<file path="src/rtl/ssel_pkg.sv">
package ssel_pkg;

   typedef enum logic [1:0] {
      MODE_L  = 2'b00,
      MODE_M  = 2'b01,
      MODE_H  = 2'b10,
      MODE_HX = 2'b11
   } ssel_mode_e;

   // horizontal candidate indices (index 0 means nothing selected)
   localparam logic [1:0] HS_NONE  = 2'd0;
   localparam logic [1:0] HS_GREEN = 2'd1;
   localparam logic [1:0] HS_COMP  = 2'd2;

   // vertical candidate indices
   localparam logic [1:0] VS_NONE = 2'd0;
   localparam logic [1:0] VS_SEP  = 2'd1;
   localparam logic [1:0] VS_REC  = 2'd2;

   function automatic logic mode_green_only(input logic [1:0] m);
      return ssel_mode_e'(m) == MODE_M;
   endfunction

   function automatic logic mode_lead_capable(input logic [1:0] m);
      return (ssel_mode_e'(m) == MODE_H) || (ssel_mode_e'(m) == MODE_HX);
   endfunction

endpackage

</file>
<file path="src/rtl/ssel_policy.sv">
module ssel_policy
   import ssel_pkg::*;
(
   input  logic [1:0] mode,
   input  logic       green_present,
   input  logic       comph_present,
   input  logic       vsep_present,
   output logic [1:0] h_want,
   output logic       h_lead,
   output logic [1:0] v_want
);

   logic green_only;
   logic lead_ok;
   logic rec_ok;

   always_comb begin
      green_only = mode_green_only(mode);
      lead_ok    = mode_lead_capable(mode);

      if (green_only)
         h_want = green_present ? HS_GREEN : HS_NONE;
      else if (comph_present)
         h_want = HS_COMP;
      else if (green_present)
         h_want = HS_GREEN;
      else
         h_want = HS_NONE;

      h_lead = lead_ok && comph_present;

      rec_ok = green_only ? green_present : (green_present || comph_present);
      if (vsep_present)
         v_want = VS_SEP;
      else if (rec_ok)
         v_want = VS_REC;
      else
         v_want = VS_NONE;
   end

endmodule

</file>
<file path="src/rtl/ssel_quiet_mux.sv">
module ssel_quiet_mux #(
   parameter int NSRC  = 3,
   parameter int TAG_W = 1,
   localparam int SW   = (NSRC > 1) ? $clog2(NSRC) : 1
) (
   input  logic             clk,
   input  logic             rst_n,
   input  logic [NSRC-1:0]  src,
   input  logic [SW-1:0]    want_idx,
   input  logic [TAG_W-1:0] want_tag,
   output logic [SW-1:0]    sel_idx,
   output logic [TAG_W-1:0] sel_tag,
   output logic             pick_now,
   output logic             out_q
);

   if (NSRC < 2) begin : g_bad_nsrc
      $error("ssel_quiet_mux: NSRC must be at least 2");
   end
   if (TAG_W < 1) begin : g_bad_tag
      $error("ssel_quiet_mux: TAG_W must be at least 1");
   end

   logic [NSRC-1:0] hit_sel;
   logic [NSRC-1:0] hit_want;
   logic            want_lvl;
   logic            swap;

   for (genvar i = 0; i < NSRC; i++) begin : g_src
      assign hit_sel[i]  = (sel_idx  == SW'(i)) & src[i];
      assign hit_want[i] = (want_idx == SW'(i)) & src[i];
   end

   assign pick_now = |hit_sel;
   assign want_lvl = |hit_want;
   assign swap     = !pick_now && !want_lvl;

   always_ff @(posedge clk) begin
      if (!rst_n) begin
         sel_idx <= '0;
         sel_tag <= '0;
         out_q   <= 1'b0;
      end else begin
         out_q <= pick_now;
         if (swap) begin
            sel_idx <= want_idx;
            sel_tag <= want_tag;
         end
      end
   end

   AST_SWAP_QUIET: assert property (@(posedge clk) disable iff (!rst_n)
      (sel_idx != $past(sel_idx)) |-> (out_q == 1'b0));

endmodule

</file>
<file path="src/rtl/ssel_clamp_gen.sv">
module ssel_clamp_gen #(
   parameter int CW = 8
) (
   input  logic          clk,
   input  logic          rst_n,
   input  logic          lvl_now,
   input  logic          lvl_prev,
   input  logic          lead,
   input  logic [CW-1:0] width,
   output logic          clamp_q
);

   if (CW < 1) begin : g_bad_cw
      $error("ssel_clamp_gen: CW must be at least 1");
   end

   logic [CW-1:0] cnt;
   logic [CW-1:0] width_q;
   logic [CW-1:0] run_cnt;
   logic          trig;

   assign trig = lead ? (lvl_now && !lvl_prev) : (!lvl_now && lvl_prev);

   always_ff @(posedge clk) begin
      if (!rst_n) begin
         clamp_q <= 1'b0;
         cnt     <= '0;
         width_q <= '0;
      end else if (clamp_q) begin
         if (cnt == '0) clamp_q <= 1'b0;
         else           cnt     <= cnt - 1'b1;
      end else if (trig && (width != '0)) begin
         clamp_q <= 1'b1;
         cnt     <= width - 1'b1;
         width_q <= width;
      end
   end

   // run length of the current high phase, kept for the width check
   always_ff @(posedge clk) begin
      if (!rst_n) run_cnt <= '0;
      else        run_cnt <= clamp_q ? run_cnt + 1'b1 : '0;
   end

   AST_CLAMP_RUN_BOUND: assert property (@(posedge clk) disable iff (!rst_n)
      clamp_q |-> (run_cnt < width_q));

   AST_NO_RETRIGGER: assert property (@(posedge clk) disable iff (!rst_n)
      (clamp_q && cnt != '0) |=> (clamp_q && cnt == $past(cnt) - 1'b1));

endmodule

</file>
<file path="src/rtl/sync_src_select.sv">
module sync_src_select
   import ssel_pkg::*;
#(
   parameter int CLAMP_CW = 8
) (
   input  logic                clk,
   input  logic                rst_n,
   input  logic [1:0]          mode,
   input  logic                green_sync,
   input  logic                green_present,
   input  logic                comph_sync,
   input  logic                comph_present,
   input  logic                vsep_sync,
   input  logic                vsep_present,
   input  logic                vrec_sync,
   input  logic [CLAMP_CW-1:0] clamp_cycles,
   output logic                hd_pos,
   output logic                hd_neg,
   output logic                vint_out,
   output logic                vd_out,
   output logic                clamp_out
);

   localparam int NSRC = 3;
   localparam int SW   = $clog2(NSRC);

   if (CLAMP_CW < 2 || CLAMP_CW > 16) begin : g_bad_clamp_cw
      $error("sync_src_select: CLAMP_CW must lie in 2..16");
   end

   logic [1:0]      h_want;
   logic [1:0]      v_want;
   logic            h_lead_want;
   logic [NSRC-1:0] h_src;
   logic [NSRC-1:0] v_src;
   logic [SW-1:0]   h_sel;
   logic [SW-1:0]   v_sel;
   logic            h_lead;
   logic            v_tag_unused;
   logic            h_pick;
   logic            v_pick;
   logic            h_out;
   logic            hd_neg_q;

   assign h_src = {comph_sync, green_sync, 1'b0};
   assign v_src = {vrec_sync,  vsep_sync,  1'b0};

   ssel_policy u_policy (
      .mode          (mode),
      .green_present (green_present),
      .comph_present (comph_present),
      .vsep_present  (vsep_present),
      .h_want        (h_want),
      .h_lead        (h_lead_want),
      .v_want        (v_want)
   );

   ssel_quiet_mux #(.NSRC(NSRC), .TAG_W(1)) u_hmux (
      .clk      (clk),
      .rst_n    (rst_n),
      .src      (h_src),
      .want_idx (SW'(h_want)),
      .want_tag (h_lead_want),
      .sel_idx  (h_sel),
      .sel_tag  (h_lead),
      .pick_now (h_pick),
      .out_q    (h_out)
   );

   ssel_quiet_mux #(.NSRC(NSRC), .TAG_W(1)) u_vmux (
      .clk      (clk),
      .rst_n    (rst_n),
      .src      (v_src),
      .want_idx (SW'(v_want)),
      .want_tag (1'b0),
      .sel_idx  (v_sel),
      .sel_tag  (v_tag_unused),
      .pick_now (v_pick),
      .out_q    (vd_out)
   );

   ssel_clamp_gen #(.CW(CLAMP_CW)) u_clamp (
      .clk      (clk),
      .rst_n    (rst_n),
      .lvl_now  (h_pick),
      .lvl_prev (h_out),
      .lead     (h_lead),
      .width    (clamp_cycles),
      .clamp_q  (clamp_out)
   );

   always_ff @(posedge clk) begin
      if (!rst_n) hd_neg_q <= 1'b1;
      else        hd_neg_q <= ~h_pick;
   end

   assign hd_pos   = h_out;
   assign hd_neg   = hd_neg_q;
   assign vint_out = h_out;

   AST_HD_PAIR: assert property (@(posedge clk) disable iff (!rst_n)
      hd_neg == ~hd_pos);

   AST_HD_HAS_SOURCE: assert property (@(posedge clk) disable iff (!rst_n)
      hd_pos |-> $past(comph_sync || green_sync));

   AST_VD_HAS_SOURCE: assert property (@(posedge clk) disable iff (!rst_n)
      vd_out |-> $past(vsep_sync || vrec_sync));

   AST_CLAMP_ON_EDGE: assert property (@(posedge clk) disable iff (!rst_n)
      $rose(clamp_out) |-> !$stable(hd_pos));

   AST_SEL_IN_RANGE: assert property (@(posedge clk) disable iff (!rst_n)
      (h_sel != 2'd3) && (v_sel != 2'd3));

endmodule

</file>
<file path="config.mk">
export PLATFORM = sky130hd
export DESIGN_NAME = sync_src_select
export DESIGN_NICKNAME = d
export VERILOG_FILES = /design/src/rtl/ssel_pkg.sv /design/src/rtl/ssel_policy.sv /design/src/rtl/ssel_quiet_mux.sv /design/src/rtl/ssel_clamp_gen.sv /design/src/rtl/sync_src_select.sv
export SDC_FILE = /design/constraint.sdc
export NUM_CORES = 1
export LEC_CHECK = 0
export BUFFER_PORTS_ARGS = -buffer_cell sky130_fd_sc_hd__buf_2
export CAP_MARGIN = 5
export CORE_ASPECT_RATIO = 0.6
export CORE_UTILIZATION = 48
export DETAILED_ROUTE_END_ITERATION = 10
export GPL_TIMING_DRIVEN = 0
export PLACE_DENSITY = 0.74
export SYNTH_ARGS = -nofsm -noshare
export SYNTH_HDL_FRONTEND = slang
export SYNTH_SLANG_ARGS = --single-unit
</file>
<file path="constraint.sdc">
create_clock -name clk -period 2.1 [get_ports clk]
set_input_delay 0.42 -clock clk [delete_from_list [all_inputs] [get_ports clk]]
set_output_delay 0.42 -clock clk [all_outputs]
set_load 0.01 [all_outputs]
</file>
==> results.md <==
* Maximum vdd ir drop at 0.483 mV
* Clk sinks at 17
* Largest net degree at the start of global routing at 11
* R2r setup slk at approximately 0.066 ns
* Max H-tree Level at 1
* Num rows at 13
* Fin nets at ~200
* Top_reg_cell synth: dfxtp_1
* Detailed Place HPWL at about 2.2 mm
* RSZ-0062 raised after global routing: true
* Fill count at between 200 and 250
* Worst EP required at about 2.3 ns
* YS warnings at 0
* GRT Util Overall at 25.6%
* First-pass GRT wire length at 4.80 mm
* Total I/O pin count at 24
* Startpoint Class: flip-flop
* Worst-path clk slew at approximately 0.07 ns
* Initial core utilization at 52.0%
* Finish-stage setup viols at 0
* Min cycle time layout at just over 2 ns
* Post-DRT Antenna Nets at 0
* Slew headroom at 61.5%
* Avg Cell Area, Syn at roughly 8 um^2
* WS Path Type: flip-flop to flip-flop
* Setup Skew at 0.00617 ns
* Dpl cell area at approximately 1300 um^2
* Slew Viols, Final at 0
* Post-synth EDFFs at 0
* Async SR Flop Fraction at 0%
* Clock power share at 32.4%
* Total Power at ~0.00077 W
* Max-cap violations at 0
* GRT Residual Overflow at 0
* CTS tree: done
* # port buffers at 23
* # DRC at 0
* Initial antenna violation count at 0
* Final period utilization at 96.9%
* Share of cells above drive strength 1 at between 20% and 30%
* Leak Pwr at ~0.57 nW
* CP max stage cell: or4_1
* F_max at between 0.4 and 0.5 GHz
* Die footprint at ~2600 um^2
* Clk_lat worst skew at roughly 0.25 ns
* Final Hold Vio Count at 0
* Pwr Density at between 500 and 600 nW/um^2
* Worst path arrival time at between 2 and 2.5 ns
* Internal power at approximately 0.00055 W
* Synth Cell Area at between 1000 and 1500 um^2
* Hold_ws at between 0.4 and 0.5 ns
* Sw frac at between 20% and 30%
* Hold WC Path Type: input pin to flip-flop
* Ant. Diodes at 0
* Critical path endpoint category: flip-flop
* Status: completed
* CP Cell Sequence: buf_6 -> clkbuf_16 -> mux2i_4 -> ha_2 -> nand2_2 -> a2bb2oi_1 -> or4_1 -> a31oi_1
* Register area share after synthesis at 29.6%
* Post-route design area at ~1400 um^2
* WL per Instance at between 15 and 20 um
* Cts bufs inserted at 3
* Drt first pass iters at 4
* Layout area overhead at 22.9%
* Vias per cell at 6.20
* Post-Synthesis Cells at ~150
* P_sw at 0.000217 W
* Clock root buffer master: clkbuf_8
* Die H at about 40 um
* Max Fanout on Critical Path at 10
* Post-synthesis net count at ~170
* CTS Buffer Depth at 2
* Yosys cell types at 47
* Yosys reg bits at 17
* RePlAce Congestion at 0.847
* Pin slew with the least headroom to its limit at 0.572 ns
* Combinational fraction of design power at a little over a fifth
* Vias in the first global route at between 900 and 1,000
* Part of the power in registers at between 40% and 50%
* CP max stage delay at approximately 0.54 ns
* Die width at roughly 65 um
* DR iter-0 viols at ~180
* Vias post-DR at about 1,300
* Final wirelength at about 3.1 mm
* Core box area at 2210 um^2
## Yosys cell counts (all sizes together) (2+ instances only)
cell type / count / area share [%]
a21boi: 2 / 1.3
a21oi: 10 / 4.3
a2bb2oi: 2 / 1.5
a31oi: 5 / 2.7
buf: 3 / 2.0
clkbuf: 2 / 0.65
dfxtp: 17 / 30
inv: 6 / 2.0
mux2i: 3 / 2.6
nand2: 9 / 2.9
nand2b: 3 / 1.6
nand3: 7 / 3.0
nor2: 12 / 3.9
nor3: 4 / 1.7
nor3b: 5 / 3.3
o211ai: 3 / 2.0
o21a: 4 / 2.6
o21ai: 12 / 5.5
o22ai: 2 / 1.1
o31ai: 3 / 2.0
o32a: 2 / 1.7
or4: 5 / 3.7
xor2: 3 / 2.3
## cell type report
class | instances | area (um^2) | area share [%]
multi-input combinational | 117 | 776 | 54.8
sequential | 17 | 342 | 24.1
clock buffer | 4 | 45.0 | 3.18
tap | 30 | 37.5 | 2.65
inverter | 6 | 22.5 | 1.59
buffer | 5 | 55.1 | 3.89
timing repair buffer | 26 | 138 | 9.73
## power groups by stage
stage                     registers, W  clock network, W  logic (W)
after CTS                     0.000355          0.000253   0.000155
after global routing          0.000359          0.000271   0.000176
final                         0.000357          0.000248   0.000161
after global placement        0.000361                 0   0.000142
after detailed placement      0.000363                 0   0.000147
after floorplan               0.000359                 0  0.0000936
## logic make-up (layout without fill, tap and decap cells)
kind of cell | Yosys count | after routing | share of synthesized area, %
xor gates and xnor gates | 3 | 3 | 2.28
adders and majority gates | 1 | 1 | 1.09
buffers and inverters | 11 | 41 | 4.57
DFF | 17 | 17 | 29.6
and+or+nand+nor | 58 | 58 | 29.7
AOI/OAI and AO/OA | 52 | 52 | 30.2
muxes | 3 | 3 | 2.61
## through the flow
step / utilization (%) / setup slack, ns / TNS, ns / std cells
after floorplan: - / 0.0236 / 0 / 145
after global placement: 59.5 / -0.0957 / -0.0957 / 198
after detailed placement: 59.5 / -0.126 / -0.126 / 198
after CTS: 63.4 / 0.00790 / 0 / 205
after global routing: 64.0 / -0.0323 / -0.0560 / 205
final: 64.0 / 0.0658 / 0 / 205
## per-layer routing
layer	track usage (%)	wire length, um
met1	36.5	1480
met2	39.4	1360
met3	7.10	280
met4	3.26	8
met5	0	0
## registers in the layout (all words and copies together) (netlist names)
signal,cells
u_clamp.cnt,8
u_hmux.sel_idx,2
u_vmux.sel_idx,2
hd_neg,1
u_clamp.clamp_q,1
u_hmux.out_q,1
u_hmux.sel_tag,1
u_vmux.out_q,1
## cell usage in the layout, fill, tap and decap left out, types with 3 or more instances in the layout
cell type  count
o211ai_1       3
nor3b_1        5
buf_4          5
nand3_1        7
o31ai_1        3
nand2b_1       3
o21a_1         4
or4_1          3
clkbuf_8       3
inv_1          6
dfxtp_1       16
xor2_1         3
nand2_1        8
nor3_1         4
a31oi_1        5
a21oi_1       10
o21ai_0       11
nor2_1        12
buf_2         23
## path summary, 6_finish.rpt
kind / from / endpoint / depth (start not counted)
max: u_clamp.clamp_q / u_clamp.cnt[6] / 8
min: clamp_cycles[7] / u_clamp.cnt[7] / 3
max reg2reg: u_clamp.clamp_q / u_clamp.cnt[6] / 8
min reg2reg: u_clamp.cnt[7] / u_clamp.cnt[7] / 2
## timing repair
item,4_1_cts,5_1_grt
hold buffers,0,0
pin swaps,1,3
gates cloned,0,0
setup buffers,3,0
resized for setup,3,3
endpoints found under the setup margin,1,2
## worst max-delay path, delay by kind of cell, from the launching register on
kind                       cells  cell delay (ns)
muxes                          1             0.23
AOI/OAI and AO/OA              2             0.30
DFF                            1             0.33
buffers and inverters          2             0.25
adders and majority gates      1             0.23
and+or+nand+nor                2             0.63
(Power assumes the default switching activity.)
